$ cat config.mk
export PLATFORM = sky130hd
export DESIGN_NAME = aud_blk_dma
export DESIGN_NICKNAME = d
export VERILOG_FILES = /design/src/rtl/aud_dma_pkg.sv /design/src/rtl/aud_dma_regs.sv /design/src/rtl/aud_dma_engine.sv /design/src/rtl/aud_dma_irq.sv /design/src/rtl/aud_blk_dma.sv
export SDC_FILE = /design/constraint.sdc
export NUM_CORES = 1
export LEC_CHECK = 0
export BUFFER_PORTS_ARGS = -buffer_cell sky130_fd_sc_hd__clkbuf_2
export CAP_MARGIN = 20
export CORE_AREA = 2 2 228 230
export CTS_CLUSTER_SIZE = 16
export DETAILED_ROUTE_END_ITERATION = 16
export DIE_AREA = 0 0 230 232
export PLACE_DENSITY = 0.52
export SLEW_MARGIN = 20
export SYNTH_ARGS = -nofsm -noshare
export SYNTH_HDL_FRONTEND = slang
export SYNTH_SLANG_ARGS = --single-unit
export TNS_END_PERCENT = 1
$ cat constraint.sdc
create_clock -name clk -period 4.3 [get_ports clk]
set_input_delay 1.29 -clock clk [delete_from_list [all_inputs] [get_ports clk]]
set_output_delay 1.29 -clock clk [all_outputs]
set_load 0.01 [all_outputs]
$ cat src/rtl/aud_dma_pkg.sv
package aud_dma_pkg;
   localparam int SEL_W      = 2;
   localparam logic [1:0] SEL_START_HI = 2'd0;
   localparam logic [1:0] SEL_START_LO = 2'd1;
   localparam logic [1:0] SEL_CTRL     = 2'd2;
   localparam logic [1:0] SEL_LEFT     = 2'd3;
   localparam int REG_W      = 16;
   localparam int CNT_W      = 15;
   localparam int BLK_BYTES  = 32;
   localparam int ALIGN_BITS = 5;
   localparam int LO_BITS    = REG_W - ALIGN_BITS;

   typedef struct packed {
      logic             en;
      logic [CNT_W-1:0] cnt;
   } ctrl_t;

   typedef enum logic [1:0] {
      ST_IDLE = 2'd0,
      ST_REQ  = 2'd1,
      ST_WAIT = 2'd2
   } eng_state_t;
endpackage

$ cat src/rtl/aud_dma_regs.sv
module aud_dma_regs
   import aud_dma_pkg::*;
#(
   parameter int HI_BITS = 10,
   localparam int AW = HI_BITS + REG_W
) (
   input  logic             clk,
   input  logic             rst_n,
   input  logic             reg_wr,
   input  logic [SEL_W-1:0] reg_sel,
   input  logic [REG_W-1:0] reg_wdata,
   output logic [REG_W-1:0] reg_rdata,
   input  logic             core_rst,
   input  logic [CNT_W-1:0] work_cnt,
   output logic [AW-1:0]    start_addr,
   output logic             en,
   output logic [CNT_W-1:0] prog_cnt,
   output logic             load,
   output logic [CNT_W-1:0] load_cnt
);
   generate
      if (HI_BITS < 1 || HI_BITS > REG_W) begin : g_bad_hi
         $error("aud_dma_regs: HI_BITS must lie in 1..16");
      end
   endgenerate

   logic [HI_BITS-1:0] start_hi;
   logic [LO_BITS-1:0] start_lo;
   ctrl_t              ctrl;
   logic               wr_ctrl;
   logic [REG_W-1:0]   blocks_left;

   assign wr_ctrl    = reg_wr && (reg_sel == SEL_CTRL);
   assign start_addr = {start_hi, start_lo, {ALIGN_BITS{1'b0}}};
   assign en         = ctrl.en;
   assign prog_cnt   = ctrl.cnt;
   assign load       = wr_ctrl && !core_rst && !ctrl.en && reg_wdata[REG_W-1];
   assign load_cnt   = reg_wdata[CNT_W-1:0];

   always_ff @(posedge clk or negedge rst_n) begin
      if (!rst_n) begin
         start_hi <= '0;
         start_lo <= '0;
         ctrl     <= '0;
      end else begin
         if (reg_wr && reg_sel == SEL_START_HI) start_hi <= reg_wdata[HI_BITS-1:0];
         if (reg_wr && reg_sel == SEL_START_LO) start_lo <= reg_wdata[REG_W-1:ALIGN_BITS];
         if (core_rst)     ctrl <= '0;
         else if (wr_ctrl) ctrl <= ctrl_t'(reg_wdata);
      end
   end

   assign blocks_left = (work_cnt == '0) ? '0 : REG_W'(work_cnt - CNT_W'(1));

   always_comb begin
      case (reg_sel)
         SEL_START_HI: reg_rdata = REG_W'(start_hi);
         SEL_START_LO: reg_rdata = {start_lo, {ALIGN_BITS{1'b0}}};
         SEL_CTRL:     reg_rdata = ctrl;
         default:      reg_rdata = blocks_left;
      endcase
   end

   // a processor-reset request leaves the control word cleared
   p_ctrl_clear_r9: assert property (@(posedge clk) disable iff (!rst_n)
      core_rst |=> (ctrl == '0));

   // the blocks-left readback never exceeds the working count
   p_left_bound_r6: assert property (@(posedge clk) disable iff (!rst_n)
      (reg_sel == SEL_LEFT) |-> (reg_rdata <= REG_W'(work_cnt)));
endmodule

$ cat src/rtl/aud_dma_engine.sv
module aud_dma_engine
   import aud_dma_pkg::*;
#(
   parameter int AW      = 26,
   parameter int FRAMES  = 8,
   parameter int FRAME_W = 32,
   localparam int DATA_W = FRAMES * FRAME_W
) (
   input  logic              clk,
   input  logic              rst_n,
   input  logic              tick,
   input  logic              en,
   input  logic              load,
   input  logic [CNT_W-1:0]  load_cnt,
   input  logic [AW-1:0]     start_addr,
   input  logic [CNT_W-1:0]  prog_cnt,
   output logic [CNT_W-1:0]  work_cnt,
   output logic              mem_req_valid,
   input  logic              mem_req_ready,
   output logic [AW-1:0]     mem_req_addr,
   input  logic              mem_rsp_valid,
   input  logic [DATA_W-1:0] mem_rsp_data,
   output logic              out_valid,
   output logic [DATA_W-1:0] out_data,
   output logic              reload
);
   generate
      if (DATA_W != 8 * BLK_BYTES) begin : g_bad_blk
         $error("aud_dma_engine: FRAMES*FRAME_W must equal one 32-byte block");
      end
      if (AW <= ALIGN_BITS) begin : g_bad_aw
         $error("aud_dma_engine: address too narrow");
      end
   endgenerate

   eng_state_t       state;
   logic [AW-1:0]    work_addr;
   logic             pend;
   logic             go;
   logic             rsp_fire;
   logic [CNT_W-1:0] nxt_cnt;

   assign go            = tick || pend;
   assign rsp_fire      = (state == ST_WAIT) && mem_rsp_valid;
   assign nxt_cnt       = (work_cnt != '0) ? work_cnt - CNT_W'(1) : '0;
   assign reload        = rsp_fire && (nxt_cnt == '0) && !load;
   assign mem_req_valid = (state == ST_REQ);

   always_ff @(posedge clk or negedge rst_n) begin
      if (!rst_n) begin
         state        <= ST_IDLE;
         work_addr    <= '0;
         work_cnt     <= '0;
         pend         <= 1'b0;
         mem_req_addr <= '0;
         out_valid    <= 1'b0;
         out_data     <= '0;
      end else begin
         out_valid <= 1'b0;
         case (state)
            ST_IDLE: begin
               if (go) begin
                  pend <= pend && tick;
                  if (en) begin
                     state        <= ST_REQ;
                     mem_req_addr <= work_addr;
                  end else begin
                     out_valid <= 1'b1;
                     out_data  <= '0;
                  end
               end
            end
            ST_REQ: begin
               if (tick) pend <= 1'b1;
               if (mem_req_ready) state <= ST_WAIT;
            end
            default: begin
               if (tick) pend <= 1'b1;
               if (mem_rsp_valid) begin
                  state     <= ST_IDLE;
                  out_valid <= 1'b1;
                  out_data  <= mem_rsp_data;
                  if (nxt_cnt == '0) begin
                     work_addr <= start_addr;
                     work_cnt  <= prog_cnt;
                  end else begin
                     work_addr <= work_addr + AW'(BLK_BYTES);
                     work_cnt  <= nxt_cnt;
                  end
               end
            end
         endcase
         if (load) begin
            work_addr <= start_addr;
            work_cnt  <= load_cnt;
         end
      end
   end

   // every fetch is block aligned
   p_req_align_r3: assert property (@(posedge clk) disable iff (!rst_n)
      mem_req_valid |-> (mem_req_addr[ALIGN_BITS-1:0] == '0));

   // a stalled request keeps its address until accepted
   p_req_hold_r10: assert property (@(posedge clk) disable iff (!rst_n)
      (mem_req_valid && !mem_req_ready) |=> (mem_req_valid && $stable(mem_req_addr)));

   // a disabled tick gives a zero block in the next cycle
   p_silent_r7: assert property (@(posedge clk) disable iff (!rst_n)
      (state == ST_IDLE && go && !en) |=> (out_valid && out_data == '0 && !mem_req_valid));

   // returned data is forwarded unchanged
   p_forward_r11: assert property (@(posedge clk) disable iff (!rst_n)
      rsp_fire |=> (out_valid && out_data == $past(mem_rsp_data)));

   // without a load or a completed block the run state stays put
   p_hold_run_r8: assert property (@(posedge clk) disable iff (!rst_n)
      (!load && !rsp_fire) |=> ($stable(work_cnt) && $stable(work_addr)));
endmodule

$ cat src/rtl/aud_dma_irq.sv
module aud_dma_irq #(
   parameter int DELAY = 200,
   localparam int DLY_W = $clog2(DELAY + 1)
) (
   input  logic clk,
   input  logic rst_n,
   input  logic arm,
   input  logic reload,
   output logic irq
);
   generate
      if (DELAY < 1) begin : g_bad_dly
         $error("aud_dma_irq: DELAY must be at least 1");
      end
   endgenerate

   logic [DLY_W-1:0] cnt;
   logic             fire;

   assign fire = (cnt == DLY_W'(1));

   always_ff @(posedge clk or negedge rst_n) begin
      if (!rst_n) begin
         cnt <= '0;
         irq <= 1'b0;
      end else begin
         if (arm)            cnt <= DLY_W'(DELAY);
         else if (cnt != '0) cnt <= cnt - DLY_W'(1);
         irq <= fire || reload;
      end
   end

   generate
      if (DELAY > 1) begin : g_chk
         // arming never produces an immediate timer pulse
         p_no_early_r5: assert property (@(posedge clk) disable iff (!rst_n)
            arm |=> (!irq || $past(reload)));
      end
   endgenerate
endmodule

$ cat src/rtl/aud_blk_dma.sv
module aud_blk_dma
   import aud_dma_pkg::*;
#(
   parameter bit WIDE_ADDR = 1'b0,
   parameter int FRAMES    = 8,
   parameter int FRAME_W   = 32,
   parameter int IRQ_DELAY = 200,
   localparam int HI_BITS  = WIDE_ADDR ? 13 : 10,
   localparam int AW       = HI_BITS + REG_W,
   localparam int DATA_W   = FRAMES * FRAME_W
) (
   input  logic              clk,
   input  logic              rst_n,
   input  logic              reg_wr,
   input  logic [1:0]        reg_sel,
   input  logic [15:0]       reg_wdata,
   output logic [15:0]       reg_rdata,
   input  logic              core_rst,
   input  logic              tick,
   output logic              mem_req_valid,
   input  logic              mem_req_ready,
   output logic [AW-1:0]     mem_req_addr,
   input  logic              mem_rsp_valid,
   input  logic [DATA_W-1:0] mem_rsp_data,
   output logic              out_valid,
   output logic [DATA_W-1:0] out_data,
   output logic              irq
);
   logic [AW-1:0]    start_addr;
   logic             en;
   logic [CNT_W-1:0] prog_cnt;
   logic             load;
   logic [CNT_W-1:0] load_cnt;
   logic [CNT_W-1:0] work_cnt;
   logic             reload;

   aud_dma_regs #(.HI_BITS(HI_BITS)) u_regs (
      .clk(clk), .rst_n(rst_n), .reg_wr(reg_wr), .reg_sel(reg_sel),
      .reg_wdata(reg_wdata), .reg_rdata(reg_rdata), .core_rst(core_rst),
      .work_cnt(work_cnt), .start_addr(start_addr), .en(en),
      .prog_cnt(prog_cnt), .load(load), .load_cnt(load_cnt)
   );

   aud_dma_engine #(.AW(AW), .FRAMES(FRAMES), .FRAME_W(FRAME_W)) u_engine (
      .clk(clk), .rst_n(rst_n), .tick(tick), .en(en), .load(load),
      .load_cnt(load_cnt), .start_addr(start_addr), .prog_cnt(prog_cnt),
      .work_cnt(work_cnt), .mem_req_valid(mem_req_valid),
      .mem_req_ready(mem_req_ready), .mem_req_addr(mem_req_addr),
      .mem_rsp_valid(mem_rsp_valid), .mem_rsp_data(mem_rsp_data),
      .out_valid(out_valid), .out_data(out_data), .reload(reload)
   );

   aud_dma_irq #(.DELAY(IRQ_DELAY)) u_irq (
      .clk(clk), .rst_n(rst_n), .arm(load), .reload(reload), .irq(irq)
   );

   // the end-of-run reload interrupt coincides with the last block
   p_reload_irq_r4: assert property (@(posedge clk) disable iff (!rst_n)
      reload |=> (irq && out_valid));
endmodule

Yosys cells after proc, flatten, opt, wreduce, memory -nomap -nowiden
Index checks and enable logic that the tools add are counted.
{ "classes": {"n_reduce_logical": 33, "muxes": 31, "addsub": 4, "n_eq_ne": 10, "bitwise_logic": 1} }
{ "ops": {"columns": ["op", "n"], "rows": [
  ["$mux 256", 3],
  ["$pmux 256 s2", 1],
  ["$mux 26", 4],
  ["$mux 15", 5],
  ["$mux 16", 3],
  ["$pmux 16 s3", 1],
  ["$logic_not 15->1", 2],
  ["$add 26x6->26 const B", 1],
  ["$mux 8", 2],
  ["$sub 15x1->16 const B", 1],
  ["$reduce_bool 15->1", 1],
  ["$sub 15x1->15 const B", 1],
  ["$logic_and 1x1->1", 10],
  ["$reduce_bool 2->1", 5],
  ["$eq 8x1->1 const B", 1],
  ["$mux 2", 4],
  ["$reduce_and 4->1", 2],
  ["$reduce_bool 8->1", 1],
  ["$sub 8x1->8 const B", 1],
  ["$mux 1", 6],
  ["$ne 2x1->1 const B", 3],
  ["$eq 2x1->1 const B", 2],
  ["$eq 2x2->1 const B", 2],
  ["$logic_not 2->1", 2],
  ["10 further kinds", 15]
]} }
{ "totals": {"output_inout_bits": 301, "ff_bits": 373, "elab_cells": 92} }

Depth between registers and ports, before layout
{ "logic_depth": {"depth_word": 8, "ltp_mapped": 11, "ltp_nobuf": 10} }

Modules after synthesis
From an unflattened synthesis, not the netlist that was laid out.
{ "unflattened": {"hier_cells": 1223, "hier_area_um2": 15813.9} }
{ "by_module_without_submodules": {"columns": ["mod", "area_each_um2", "cells_each", "n_inst"], "rows": [
  ["aud_dma_engine", 13137.6, 977, 1],
  ["aud_dma_regs", 2138.3, 192, 1],
  ["aud_dma_irq", 538.0, 54, 1]
]} }

Least setup slack after synthesis
Ideal clock, no wire load.
{ "synth_path": {"path_type": "input port to output port", "from": "in reg_sel[0]", "to": "out reg_rdata[5]", "cell_stages": 2, "slack_ns": 0.825, "arrival_ns": 2.185, "path_cell_list": "clkbuf_1 mux4_2"} }
{ "synth_between": {"elab_chain_cells": 2} }
{ "synth_lines": {"columns": ["item", "line_no", "rtl"], "rows": [
  ["start: declaration", "aud_blk_dma.sv:15", "input logic [1:0] reg_sel,"],
  ["$eq 2x2->1 (tied with other cells)", "aud_dma_regs.sv:56", "case (reg_sel)"],
  ["$pmux 16 s3 *", "aud_dma_regs.sv:56", null],
  ["end: declaration", "aud_blk_dma.sv:17", "output logic [15:0] reg_rdata,"]
]} }
Mark *: on every way between the ends. The rest lies on a longest branch, timed or not.

Worst setup path after layout
{ "layout_path": {"from": "reg u_engine.work_cnt[5]", "to": "out reg_rdata[8]"} }
{ "layout_between": {"elab_chain_cells": 3} }
{ "layout_lines": {"columns": ["item", "line_no", "rtl"], "rows": [
  ["start: declaration", "aud_dma_engine.sv:17", "output logic [CNT_W-1:0] work_cnt,"],
  ["start signal: assignment", "aud_dma_engine.sv:85", "work_cnt <= prog_cnt;"],
  ["start signal: assignment", "aud_dma_engine.sv:88", "work_cnt <= nxt_cnt;"],
  ["start signal: assignment", "aud_dma_engine.sv:95", "work_cnt <= load_cnt;"],
  ["$sub 15x1->16 or $logic_not 15->1 (tied branches)", "aud_dma_regs.sv:53", "assign blocks_left = (work_cnt == '0) ? '0 : REG_W'(work_cnt - CNT_W'(1));"],
  ["$mux 16 *", "aud_dma_regs.sv:53", null],
  ["$pmux 16 s3 *", "aud_dma_regs.sv:56", null]
]} }
Marks and branches as above.

==> flow_summary.toml <==
[power_and_ir_drop]
vdd_drop_max_mv = 0.270
leakagePower_nw = 10.3
power_mw = 9.44
cellPowerDensity_nw_per_um2 = 478

[cts]
cts_tree = "built"
clk_pin_slew_worst_paths_ps = 60
clk_latency_ps = 540
cts_buffer_depth = 3
cts_sinks = 363
cts_buffers = 42
ctsHtreeMaxLevel = 2
cts_root_buffer = "clkbuf_16"

[layout]
drive_gt1_share_pct = 43.8
final.fill_count = 5012
area_delta_synth_final_pct = 35.6
final_cell_mix = "575 x clkbuf_2, 363 x dfrtp_1, 282 x a22o_1"
layout_commonest_cell = "clkbuf_2"
fin_util_pct = 38.8
nets = 1961

[setup_path]
path_class = "reg2out"
worstPathMaxFanout = 11
rr_worst_depth = 10
max_stage_delay_ps = 480
startpoint_type = "flop"
arrival_ps = 2890
required_ps = 3010
critPathBufInv = 2
cp.depth = 7
path_cells = "nor4_4, and2_1, and4_1, buf_4, o21ba_2, mux4_2, clkbuf_2"
reg2reg_slack_ps = 1130
cp_top_family = "simple AND/OR/NAND/NOR gates"
end_kind = "primary output"
r2r-start = "u_engine.work_cnt[0]"
r2r-end = "u_engine.work_addr[22]"
slowest_stage = "dfrtp_1"

[timing]
period_minus_slack_ps = 4180
hold_viol_final = 0
fin_crit_sh_pct = 97.3
fin_ws_ps = 118
setup_viol = 0
fmax_ghz = 0.239
relSlewSlack_pct = 37.5
tightestPinTransition_ps = 938
finalMaxSlewViolations = 0
finalClockSkew_ps = 11.3

[global_route]
overflow = 0
grt_max_degree = 172
antenna_found_initial = 5
grtUsageTotal_pct = 18.6
grt_pass1_vias = 12054
grt_pass1_wl_um = 75900

[yosys]
synth_mux_area_share_pct = 4.80
synth_area_um2 = 14600
ys_ff_latch = 363
syn_avg_cell_area_um2 = 13.1
syn_inst = 1112
synth_edf_count = 0
ys.flop_type = "dfrtp_1"
synthSimpleGateAreaFrac_pct = 6.74
synth_top_family_by_area = "compound AO/OA/AOI/OAI gates"
ys_seq_area_share_pct = 62.4
async_reset_ff_share_pct = 100
synth.distinct_cells = 68
synth-compound-area-share_pct = 21.9
synthXorXnorAreaFrac_pct = 0.782
yosysWarnings = 0
synth_fa_ha_area_share_pct = 0.430

[route]
avgViaCountPerCell = 4.98
drc = 0
drt_iter0_markers = 920
wl_um = 51100
dr.pass1.iters = 5
wire_per_inst_um = 21.4
vias = 11884
antenna_left = 0

[min_path]
min_to = "u_engine.out_data[34]"
worstHoldStart = "u_engine.out_data[34]"
hold_class = "reg2reg"
holdPathStages = 1

[floorplan]
die-area_um2 = 53400
fp.dieH_um = 232
core_area_um2 = 50900
rows = 83
start_util_pct = 28.6
die_x_um = 230
ios = 582

[outcome]
status = "finished, final reports clean"

[placement]
port_buffers = 576
gp_congestion = 0.907
dpl_worst_slack_ps = 568
hpwl_um = 37800

[flow_run]
drv_cap = 0
==> timing repair <==
action | in CTS | in global routing
buffers inserted | 0 | 1
resized for setup | 0 | 1
setup endpoints to repair | 0 | 1
hold buffers | 0 | 0
==> per-layer routing <==
layer | vias to the layer above | GRT usage, % | share of wire (%)
met5 | - | 0 | 0.10
met4 | 8 | 8.37 | 4.7
met3 | 97 | 5.39 | 7.5
met2 | 490 | 30.6 | 49
met1 | 5959 | 22.6 | 39
li1 | 5330 | - | -
==> kinds of logic after synthesis <==
kind of cell | Yosys count
AO/OA/AOI/OAI | 390
flip-flops | 363
AND/OR/NAND/NOR | 181
buffers and inverters | 101
multiplexers | 58
XOR/XNOR | 13
adder cells (fa/ha/maj) | 5
other | 1
==> layout make-up <==
class                           instances  area (um^2)  area share, %
Antenna cell                            1         2.50         0.0127
Sequential cell                       363         9080           46.0
Inverter                               10         37.5          0.190
Tap cell                              680          851           4.31
Clock inverter                         14          151          0.767
Clock buffer                           62         1310           6.64
Multi-Input combinational cell        652         5090           25.8
Timing Repair Buffer                  606         3220           16.3
==> metrics by stage <==
stage | hold slack (ps) | cells | cell area (um^2) | setup TNS, ps
floorplan | 463 | 1116 | 14600 | 0
global placement | 482 | 2310 | 18300 | 0
detailed placement | 480 | 2310 | 18300 | 0
global route | 512 | 2388 | 19700 | -0.394
finish | 495 | 2388 | 19700 | 0
CTS | 499 | 2386 | 19700 | 0
==> registers in the layout, indices dropped and copies added (netlist names) <==
signal	cells
u_engine.out_data	256
u_engine.mem_req_addr	21
u_engine.work_addr	21
u_engine.work_cnt	15
u_regs.prog_cnt	15
u_regs.start_lo	11
u_regs.start_hi	10
u_irq.cnt	8
u_engine.state	2
u_engine.out_valid	1
u_engine.pend	1
u_irq.irq	1
u_regs.en	1
==> power breakdown <==
group / total [mW] / internal [mW] / switching [mW]
Sequential: 4.15 / 3.76 / 0.395
Combinational: 1.57 / 0.687 / 0.879
Clock: 3.72 / 2.29 / 1.43
Total: 9.44 / 6.73 / 2.71
==> synthesized netlist by cell type (3+ instances only) <==
master	n	area, um^2
dfrtp_1	363	9080
a22o_1	282	2470
clkbuf_1	69	259
nor2_1	48	180
mux2_2	45	507
nand2_1	43	161
a21oi_1	27	135
o21ai_0	25	125
nor3_1	21	105
nand3_1	12	60.1
a211oi_1	11	82.6
inv_1	10	37.5
and3_1	9	56.3
buf_1	9	33.8
xnor2_1	9	78.8
mux2i_1	8	80.1
nor4_1	8	50.1
o31ai_1	8	60.1
buf_4	7	52.6
a311oi_1	6	52.6
and2_1	6	37.5
ha_1	5	62.6
mux4_2	5	113
or3_1	5	31.3
a21o_1	4	30.0
a31oi_1	4	25.0
buf_2	4	20.0
nand4_1	4	25.0
xor2_1	4	35.0
and4_1	3	26.3
nor4_4	3	63.8
o21ai_1	3	15.0
==> worst max path at each step <==
| stage | startpoint | endpoint | slack [ps] |
|---|---|---|---|
| finish | u_engine.work_cnt[5] | reg_rdata[8] | 120 |
| global placement | reg_sel[1] | reg_rdata[15] | 650 |
| CTS | u_engine.work_cnt[5] | reg_rdata[8] | 30 |
| detailed placement | reg_sel[1] | u_engine.work_addr[12] | 570 |
| global route | u_engine.work_cnt[5] | reg_rdata[8] | -0.4 |
| floorplan | reg_sel[0] | reg_rdata[5] | 830 |
No activity file was read; power rests on OpenSTA's default activity.
